## src/rtl/cmdp_pkg.sv

```systemverilog
// Package: shared types for the command port decoder.
// Assumes: nothing; holds the target-memory encoding only.
package cmdp_pkg;
    typedef enum logic [1:0] {
        TGT_VIDEO  = 2'd0,
        TGT_SCROLL = 2'd1,
        TGT_COLOUR = 2'd2,
        TGT_OTHER  = 2'd3
    } target_e;
endpackage

```

## src/rtl/cmdp_cmd_regs.sv

```systemverilog
// Module: cmdp_cmd_regs
// Holds address, code and the pending flag built from two control words,
// and produces the completion, DMA-start and register-write pulses.
// Assumes: CODE_LO_W == 2 (register-write marker is binary 10 in the top
// bits); a control write has priority over data access and status read.
module cmdp_cmd_regs #(
    parameter int WORD_W      = 16,
    parameter int ADDR_W      = 16,
    parameter int CODE_W      = 6,
    parameter int LO_BITS     = 14,
    parameter int CODE_HI_POS = 4
) (
    input  logic              clk,
    input  logic              rst_n,
    input  logic              ctrl_wr,
    input  logic [WORD_W-1:0] ctrl_wdata,
    input  logic              ctrl_rd,
    input  logic              data_acc,
    input  logic              dma_en,
    output logic              pending,
    output logic [ADDR_W-1:0] addr,
    output logic [CODE_W-1:0] code,
    output logic              pf_clear,
    output logic              dma_start,
    output logic              reg_wr
);
    localparam int HI_BITS   = ADDR_W - LO_BITS;
    localparam int CODE_LO_W = WORD_W - LO_BITS;
    localparam int CODE_HI_W = CODE_W - CODE_LO_W;
    localparam logic [CODE_LO_W-1:0] REG_MARK = {1'b1, {(CODE_LO_W-1){1'b0}}};

    logic [CODE_LO_W-1:0] top_bits;
    logic                 first_ok;
    logic                 second_ok;
    logic                 cancel;
    logic [CODE_HI_W-1:0] code_hi_new;

    // Classify the incoming control word and the cancel sources.
    always_comb begin
        top_bits    = ctrl_wdata[WORD_W-1 -: CODE_LO_W];
        first_ok    = ctrl_wr && !pending && (top_bits != REG_MARK);
        second_ok   = ctrl_wr && pending;
        cancel      = !ctrl_wr && (data_acc || ctrl_rd);
        code_hi_new = ctrl_wdata[CODE_HI_POS +: CODE_HI_W];
    end

    // Address and code fields: low half from the first word, high from the second.
    always_ff @(posedge clk) begin
        if (!rst_n) begin
            addr <= '0;
            code <= '0;
        end else if (first_ok) begin
            addr[LO_BITS-1:0]   <= ctrl_wdata[LO_BITS-1:0];
            code[CODE_LO_W-1:0] <= top_bits;
        end else if (second_ok) begin
            addr[ADDR_W-1 -: HI_BITS]  <= ctrl_wdata[HI_BITS-1:0];
            code[CODE_W-1 -: CODE_HI_W] <= code_hi_new;
        end
    end

    // Pending flag: set by the first word, dropped by the second or a cancel.
    always_ff @(posedge clk) begin
        if (!rst_n)
            pending <= 1'b0;
        else if (first_ok)
            pending <= 1'b1;
        else if (second_ok || cancel)
            pending <= 1'b0;
    end

    // One-cycle pulses for prefetch clear, DMA start and register write.
    always_ff @(posedge clk) begin
        if (!rst_n) begin
            pf_clear  <= 1'b0;
            dma_start <= 1'b0;
            reg_wr    <= 1'b0;
        end else begin
            pf_clear  <= second_ok || (pending && !ctrl_wr && data_acc);
            dma_start <= second_ok && dma_en && code_hi_new[CODE_HI_W-1];
            reg_wr    <= ctrl_wr && !pending && (top_bits == REG_MARK);
        end
    end

    // a plain first word sets pending
    p_first_sets_r1: assert property (@(posedge clk) disable iff (!rst_n)
        (ctrl_wr && !pending && top_bits != REG_MARK) |=> pending);

    // a second word completes the command and clears prefetch
    p_second_done_r3: assert property (@(posedge clk) disable iff (!rst_n)
        (ctrl_wr && pending) |=> (!pending && pf_clear));

    // DMA start only follows a completing second word with DMA enabled
    p_dma_cause_r4: assert property (@(posedge clk) disable iff (!rst_n)
        dma_start |-> ($past(ctrl_wr) && $past(pending) && $past(dma_en)));

    // data access while pending cancels and clears prefetch
    p_data_cancel_r5: assert property (@(posedge clk) disable iff (!rst_n)
        (data_acc && pending && !ctrl_wr) |=> (!pending && pf_clear && $stable(addr)));

    // status read cancels pending
    p_rd_cancel_r6: assert property (@(posedge clk) disable iff (!rst_n)
        (ctrl_rd && !ctrl_wr) |=> !pending);

    // register write leaves command state untouched
    p_regwr_keep_r8: assert property (@(posedge clk) disable iff (!rst_n)
        (ctrl_wr && !pending && top_bits == REG_MARK) |=>
            (reg_wr && !pending && $stable(addr) && $stable(code)));
endmodule

```

## src/rtl/cmdp_kind_decode.sv

```systemverilog
// Module: cmdp_kind_decode
// Maps the low code nibble to a target memory and a write direction.
// Assumes: CODE_W >= 4; bit 0 of the code is the direction.
module cmdp_kind_decode #(
    parameter int CODE_W = 6
) (
    input  logic [CODE_W-1:0]      code,
    output cmdp_pkg::target_e      target,
    output logic                   is_write
);
    import cmdp_pkg::*;

    // Decode target memory from code bits 3:0.
    always_comb begin
        is_write = code[0];
        unique case (code[3:0])
            4'h0, 4'h1: target = TGT_VIDEO;
            4'h4, 4'h5: target = TGT_SCROLL;
            4'h8:       target = TGT_COLOUR;
            default:    target = TGT_OTHER;
        endcase
    end

    // a write code never decodes to the colour target
    always_comb begin
        if (code[0]) assert (target != TGT_COLOUR);
    end
endmodule

```

## src/rtl/cmdp_status.sv

```systemverilog
// Module: cmdp_status
// Forms the status word returned on a control-port read.
// Assumes: only the FIFO-empty flag is reported; all other bits read 0.
module cmdp_status #(
    parameter int WORD_W    = 16,
    parameter int EMPTY_BIT = 9
) (
    input  logic              fifo_empty,
    output logic [WORD_W-1:0] status
);
    // Place the FIFO-empty flag at its bit, zero elsewhere.
    always_comb begin
        status            = '0;
        status[EMPTY_BIT] = fifo_empty;
    end
endmodule

```

## src/rtl/cmd_port_decoder.sv

```systemverilog
// Module: cmd_port_decoder (top)
// Decodes two-word control-port commands into address and code, tracks the
// half-written state, and forms status and target decode.
// Assumes: strobes are single-cycle; synchronous active-low reset.
module cmd_port_decoder #(
    parameter int WORD_W      = 16,
    parameter int ADDR_W      = 16,
    parameter int CODE_W      = 6,
    parameter int LO_BITS     = 14,
    parameter int CODE_HI_POS = 4,
    parameter int EMPTY_BIT   = 9
) (
    input  logic              clk,
    input  logic              rst_n,
    input  logic              ctrl_wr,
    input  logic [WORD_W-1:0] ctrl_wdata,
    input  logic              ctrl_rd,
    input  logic              data_acc,
    input  logic              dma_en,
    input  logic              fifo_empty,
    output logic              cmd_pending,
    output logic [ADDR_W-1:0] acc_addr,
    output logic [CODE_W-1:0] acc_code,
    output logic [1:0]        acc_target,
    output logic              acc_write,
    output logic              pf_clear,
    output logic              dma_start,
    output logic              reg_wr,
    output logic [WORD_W-1:0] status_rdata
);
    cmdp_pkg::target_e tgt;

    cmdp_cmd_regs #(
        .WORD_W(WORD_W), .ADDR_W(ADDR_W), .CODE_W(CODE_W),
        .LO_BITS(LO_BITS), .CODE_HI_POS(CODE_HI_POS)
    ) u_regs (
        .clk(clk), .rst_n(rst_n), .ctrl_wr(ctrl_wr), .ctrl_wdata(ctrl_wdata),
        .ctrl_rd(ctrl_rd), .data_acc(data_acc), .dma_en(dma_en),
        .pending(cmd_pending), .addr(acc_addr), .code(acc_code),
        .pf_clear(pf_clear), .dma_start(dma_start), .reg_wr(reg_wr)
    );

    cmdp_kind_decode #(.CODE_W(CODE_W)) u_kind (
        .code(acc_code), .target(tgt), .is_write(acc_write)
    );

    cmdp_status #(.WORD_W(WORD_W), .EMPTY_BIT(EMPTY_BIT)) u_stat (
        .fifo_empty(fifo_empty), .status(status_rdata)
    );

    assign acc_target = tgt;
endmodule

```

## config.mk

```make
export PLATFORM = sky130hd
export DESIGN_NAME = cmd_port_decoder
export DESIGN_NICKNAME = d
export VERILOG_FILES = /design/src/rtl/cmdp_pkg.sv /design/src/rtl/cmdp_cmd_regs.sv /design/src/rtl/cmdp_kind_decode.sv /design/src/rtl/cmdp_status.sv /design/src/rtl/cmd_port_decoder.sv
export SDC_FILE = /design/constraint.sdc
export NUM_CORES = 1
export LEC_CHECK = 0
export CAP_MARGIN = 20
export CORE_MARGIN = 10
export CORE_UTILIZATION = 35
export CTS_BUF_LIST = sky130_fd_sc_hd__clkbuf_16
export CTS_CLUSTER_SIZE = 30
export DETAILED_ROUTE_END_ITERATION = 6
export GPL_ROUTABILITY_DRIVEN = 0
export GPL_TIMING_DRIVEN = 0
export HOLD_SLACK_MARGIN = 0.08
export PLACE_DENSITY = 0.77
export SLEW_MARGIN = 20
export SYNTH_ARGS = -nofsm -noshare
export SYNTH_HDL_FRONTEND = slang
export SYNTH_SLANG_ARGS = --single-unit
```

## constraint.sdc

```tcl
create_clock -name clk -period 1.39 [get_ports clk]
set_input_delay 0.278 -clock clk [delete_from_list [all_inputs] [get_ports clk]]
set_output_delay 0.278 -clock clk [all_outputs]
set_load 0.05 [all_outputs]
```

# Word level (Yosys, flattened, before mapping)
# Index checks and enable logic that the tools add are counted.
[classes] eq_ne=6 reduce_logical=19 n_mux=3 bitwise=1
[op_table] op="$logic_and 1x1->1" n=9
[op_table] op="$eq 4x3->1 const B" n=2
[op_table] op="$pmux 2 s3" n=1
[op_table] op="$eq 4x1->1 const B" n=1
[op_table] op="$eq 4x4->1 const B" n=1
[op_table] op="$logic_not 4->1" n=1
[op_table] op="$reduce_or 2->1" n=2
[op_table] op="$logic_or 1x1->1" n=3
[op_table] op="$eq 2x2->1 const B" n=1
[op_table] op="$logic_not 1->1" n=2
[op_table] op="$mux 1" n=2
[op_table] op="$ne 2x2->1 const B" n=1
[op_table] op="$reduce_and 2->1" n=1
[op_table] op="$reduce_bool 2->1" n=1
[op_table] op="$not 1->1" n=1
[totals] input_bits=23 regBits=26 out_inout_bits=45 wordCells=37

# Logic depth before layout (Yosys ltp)
[logic_depth] word_depth=5 depth_mapped=4 depth_no_buf=3

# Hierarchy
# From an unflattened synthesis, not the netlist that was laid out.
[unflattened] cells_unflattened=132 hier_area_um2=1193.6
[modules_own_cells] module="cmdp_cmd_regs" cells_each=112 area_each_um2=1047.3 instances=1
[modules_own_cells] module="cmdp_status" cells_each=17 area_each_um2=123.9 instances=1
[modules_own_cells] module="cmdp_kind_decode" cells_each=3 area_each_um2=22.5 instances=1

# Worst setup path before layout
# OpenSTA, ideal clock, no wires.
[synth_timing] path_type="reg-to-output" startpoint="register u_regs.code[0]" endpoint="output port acc_target[0]" stages_incl_launch_ff=2 n_path_buf=0 arrival_time_ps=1115 slack_ps=-3 required_time_ps=1112 path_cell_list="dfxtp_1 > a211o_1"
[synth_via] elab_chain_len=3 word_cells_on_any_way=8
[synth_lines] element="start: declaration" line_no="cmdp_cmd_regs.sv:22" rtl="output logic [CODE_W-1:0] code,"
[synth_lines] element="start signal: indexed assignment" line_no="cmdp_cmd_regs.sv:54" rtl="code[CODE_LO_W-1:0] <= top_bits;"
[synth_lines] element="start signal: indexed assignment" line_no="cmdp_cmd_regs.sv:57" rtl="code[CODE_W-1 -: CODE_HI_W] <= code_hi_new;"
[synth_lines] element="$eq 4x3->1, or another cell as far along" line_no="cmdp_kind_decode.sv:16" rtl="unique case (code[3:0])"
[synth_lines] element="$reduce_or 2->1" line_no="cmdp_kind_decode.sv:16"
[synth_lines] element="$pmux 2 s3 *" line_no="cmdp_kind_decode.sv:16"
[synth_lines] element="end: declaration" line_no="cmd_port_decoder.sv:24" rtl="output logic [1:0] acc_target,"
# Every way passes the cells marked *; elsewhere a longest branch is shown, timed or not.

# Final worst setup path
[layout_timing] startpoint="register u_regs.pf_clear" endpoint="output port pf_clear"
[layout_rtl] element="start: declaration" line_no="cmdp_cmd_regs.sv:23" rtl="output logic pf_clear,"
[layout_rtl] element="start signal: assignment" line_no="cmdp_cmd_regs.sv:78" rtl="pf_clear <= second_ok || (pending && !ctrl_wr && data_acc);"
[layout_rtl] element="end: declaration" line_no="cmd_port_decoder.sv:26" rtl="output logic pf_clear,"
# No word-level cell between the ends.

==> impl_metrics.toml <==
[pwr]
leakage_nw = 0.8396
power_density_nw_per_um2 = 1184
max-vdd-ir-drop_mv = 0.7212
post-layout-total-power_mw = 2.200

[min_path]
min_path_cells = 3
hold_start = "rst_n"
min_path_type = "in -> reg"

[sta]
setup_violations = 0
rsz0062_at_grt = "no"
max_freq_ghz = 0.7372
finalMaxSlewViolations = 0
fin_skew_ps = 2.690
timing.final.crit_share = 0.9758
hold_viol = 0
period_minus_slack_ps = 1356
setup-tns-final_ps = 0
setup_ws_ps = 33.60

[route]
drt_wl_total_um = 3107
wl_per_cell_um = 12.63
vias = 1016
drc = 0
drt_iter0_drc = 46
postRouteAntennaNets = 0
first_pass_iters = 4
via_per_inst = 4.130

[critical_path]
path_max_fanout = 1
crit_arrival_ps = 1080
timing.rr.start = "u_regs.pending"
cp.required_ps = 1110
slowest_delay_ps = 520
critical_path_class = "reg -> out"
crit_buf_inv = 1
reg2reg_depth = 4
start_kind = "flip-flop"
critPathTopFamily = "buffers and inverters"
startpoint = "u_regs.pf_clear"
cp_slowest_cell = "dlygate4sd2_1"
crit_chain = "dlygate4sd2_1"
cp.depth = 1
end_kind = "output port"

[die]
dieHeight_um = 78.49
die_area_um2 = 6161
ios = 68
rows = 21
start_util = 0.3617
core_region_area_um2 = 3311
die_x_um = 78.49

[cts]
cts_tree = "yes"
post_cts_buffers = 0
h-tree-depth = 1
clkLatencyLatePin_ps = 260
numCtsBuffers = 3
cts.sinks = 26
clockBufferDepth = 2
path_clk_slew_ps = 70
cts-root-buf = "clkbuf_16"

[cells_and_area]
num-nets-final = 224
diodes = 0
drive_gt1_frac = 0.3000
syn_to_final_growth_pct = 55.17

[placement]
place_ws_ps = -230.6
port_buffers = 50
place_hpwl_um = 2532

[synth]
yosysSeqAreaShare = 0.4347
ys_ff_latch = 26
ys_types = 22
yosys_warnings = 0
syn_avg_cell_area_um2 = 9.071
synthesis.area_um2 = 1197
syn_inst = 132

[grt]
grt_usage = 0.09707
grt_overflow = 0
grt_pass1_wl_um = 4947
grt_start_max_net_pins = 16
grt_pass1_vias = 1010
antenna_found_initial = 0

[job]
drv_cap = 0

[run_status]
outcome = "finished, final reports clean"
==> metal layers <==
layer / global-route usage / wire [um] / vias up
li1: - / - / 534
met1: 0.1109 / 1356 / 441
met2: 0.1546 / 1454 / 39
met3: 0.04784 / 285 / 2
met4: 0.03226 / 9 / 0
met5: 0 / 0 / -
==> power breakdown <==
part | switching (mW) | leakage [nW] | internal, mW
clock network | 0.256 | 0.0511 | 0.572
registers | 0.0206 | 0.213 | 0.784
logic | 0.372 | 0.576 | 0.195
total | 0.648 | 0.840 | 1.55
==> logic make-up (layout without fill, tap and decap cells) <==
logic type	after synthesis	count (layout)	share of synthesized area
AO/OA/AOI/OAI	12	12	0.07001
buffers and inverters	24	78	0.1484
flip-flops	26	26	0.4347
multiplexers	14	14	0.1170
other	1	15	0.003132
AND/OR/NAND/NOR	55	55	0.2267
==> stage by stage <==
step / cells / util / area [um^2] / hold slack, ps
after floorplan: 146 / - / 1251 / 403.9
final: 246 / 0.5612 / 1858 / 340.4
after CTS: 246 / 0.5794 / 1918 / 338.7
after global routing: 246 / 0.5612 / 1858 / 344.6
after detailed placement: 242 / 0.5465 / 1809 / 451.5
after global placement: 242 / 0.5465 / 1809 / 442.0
==> cell usage after synthesis, drive strengths merged <==
library cell | n | area share
nand2 | 37 | 0.12
dfxtp | 26 | 0.43
buf | 22 | 0.14
mux2i | 14 | 0.12
a21boi | 7 | 0.044
nand3 | 7 | 0.029
nor2 | 5 | 0.029
clkbuf | 2 | 0.0063
nor2b | 2 | 0.017
o21ai | 2 | 0.0084
a211o | 1 | 0.0073
a21oi | 1 | 0.0042
and3 | 1 | 0.0063
conb | 1 | 0.0031
nand2b | 1 | 0.011
nor4b | 1 | 0.013
o21a | 1 | 0.0063
or2 | 1 | 0.0052
==> cell type report <==
| cell class | count | area (um^2) |
|---|---|---|
| buffer | 24 | 177.7 |
| clock buffer | 3 | 75.07 |
| clock inverter | 1 | 30.03 |
| fill | 323 | 1453 |
| multi-input combinational | 96 | 553.0 |
| sequential | 26 | 521.8 |
| tap | 46 | 57.56 |
| timing repair buffer | 50 | 442.9 |
==> sequential cells by signal, summed over array words and instances (netlist names) <==
register / count
u_regs.addr: 16
u_regs.code: 6
u_regs.pending: 1
u_regs.pf_clear: 1
u_regs.reg_wr: 1
u_regs.dma_start: 1
==> timing repair <==
action	4_1_cts	5_1_grt
gates resized for setup	70	26
hold buffers	0	0
gates cloned	0	0
pin swaps	0	0
endpoints found under the setup margin	30	17
==> path summary, 6_finish.rpt <==
check / endpoint / slack [ps]
worst max-delay path: pf_clear / 30
worst min-delay path: u_regs.addr[5] / 340
worst max register to register: u_regs.addr[4] / 280
worst min register to register: u_regs.addr[2] / 460
==> cell usage in the layout (no fill, tap or decap), types with 2 or more instances in the layout <==
cell type,count
nand2_1,37
dfxtp_1,25
clkdlybuf4s50_1,20
buf_4,18
conb_1,15
mux2i_1,14
clkbuf_2,13
clkdlybuf4s15_2,10
a21boi_0,7
nand3_1,7
buf_2,4
nor2_1,4
clkbuf_16,3
o21ai_0,2
clkbuf_1,2
buf_6,2
clkdlybuf4s15_1,2
dlygate4sd2_1,2
(Power assumes the default switching activity.)
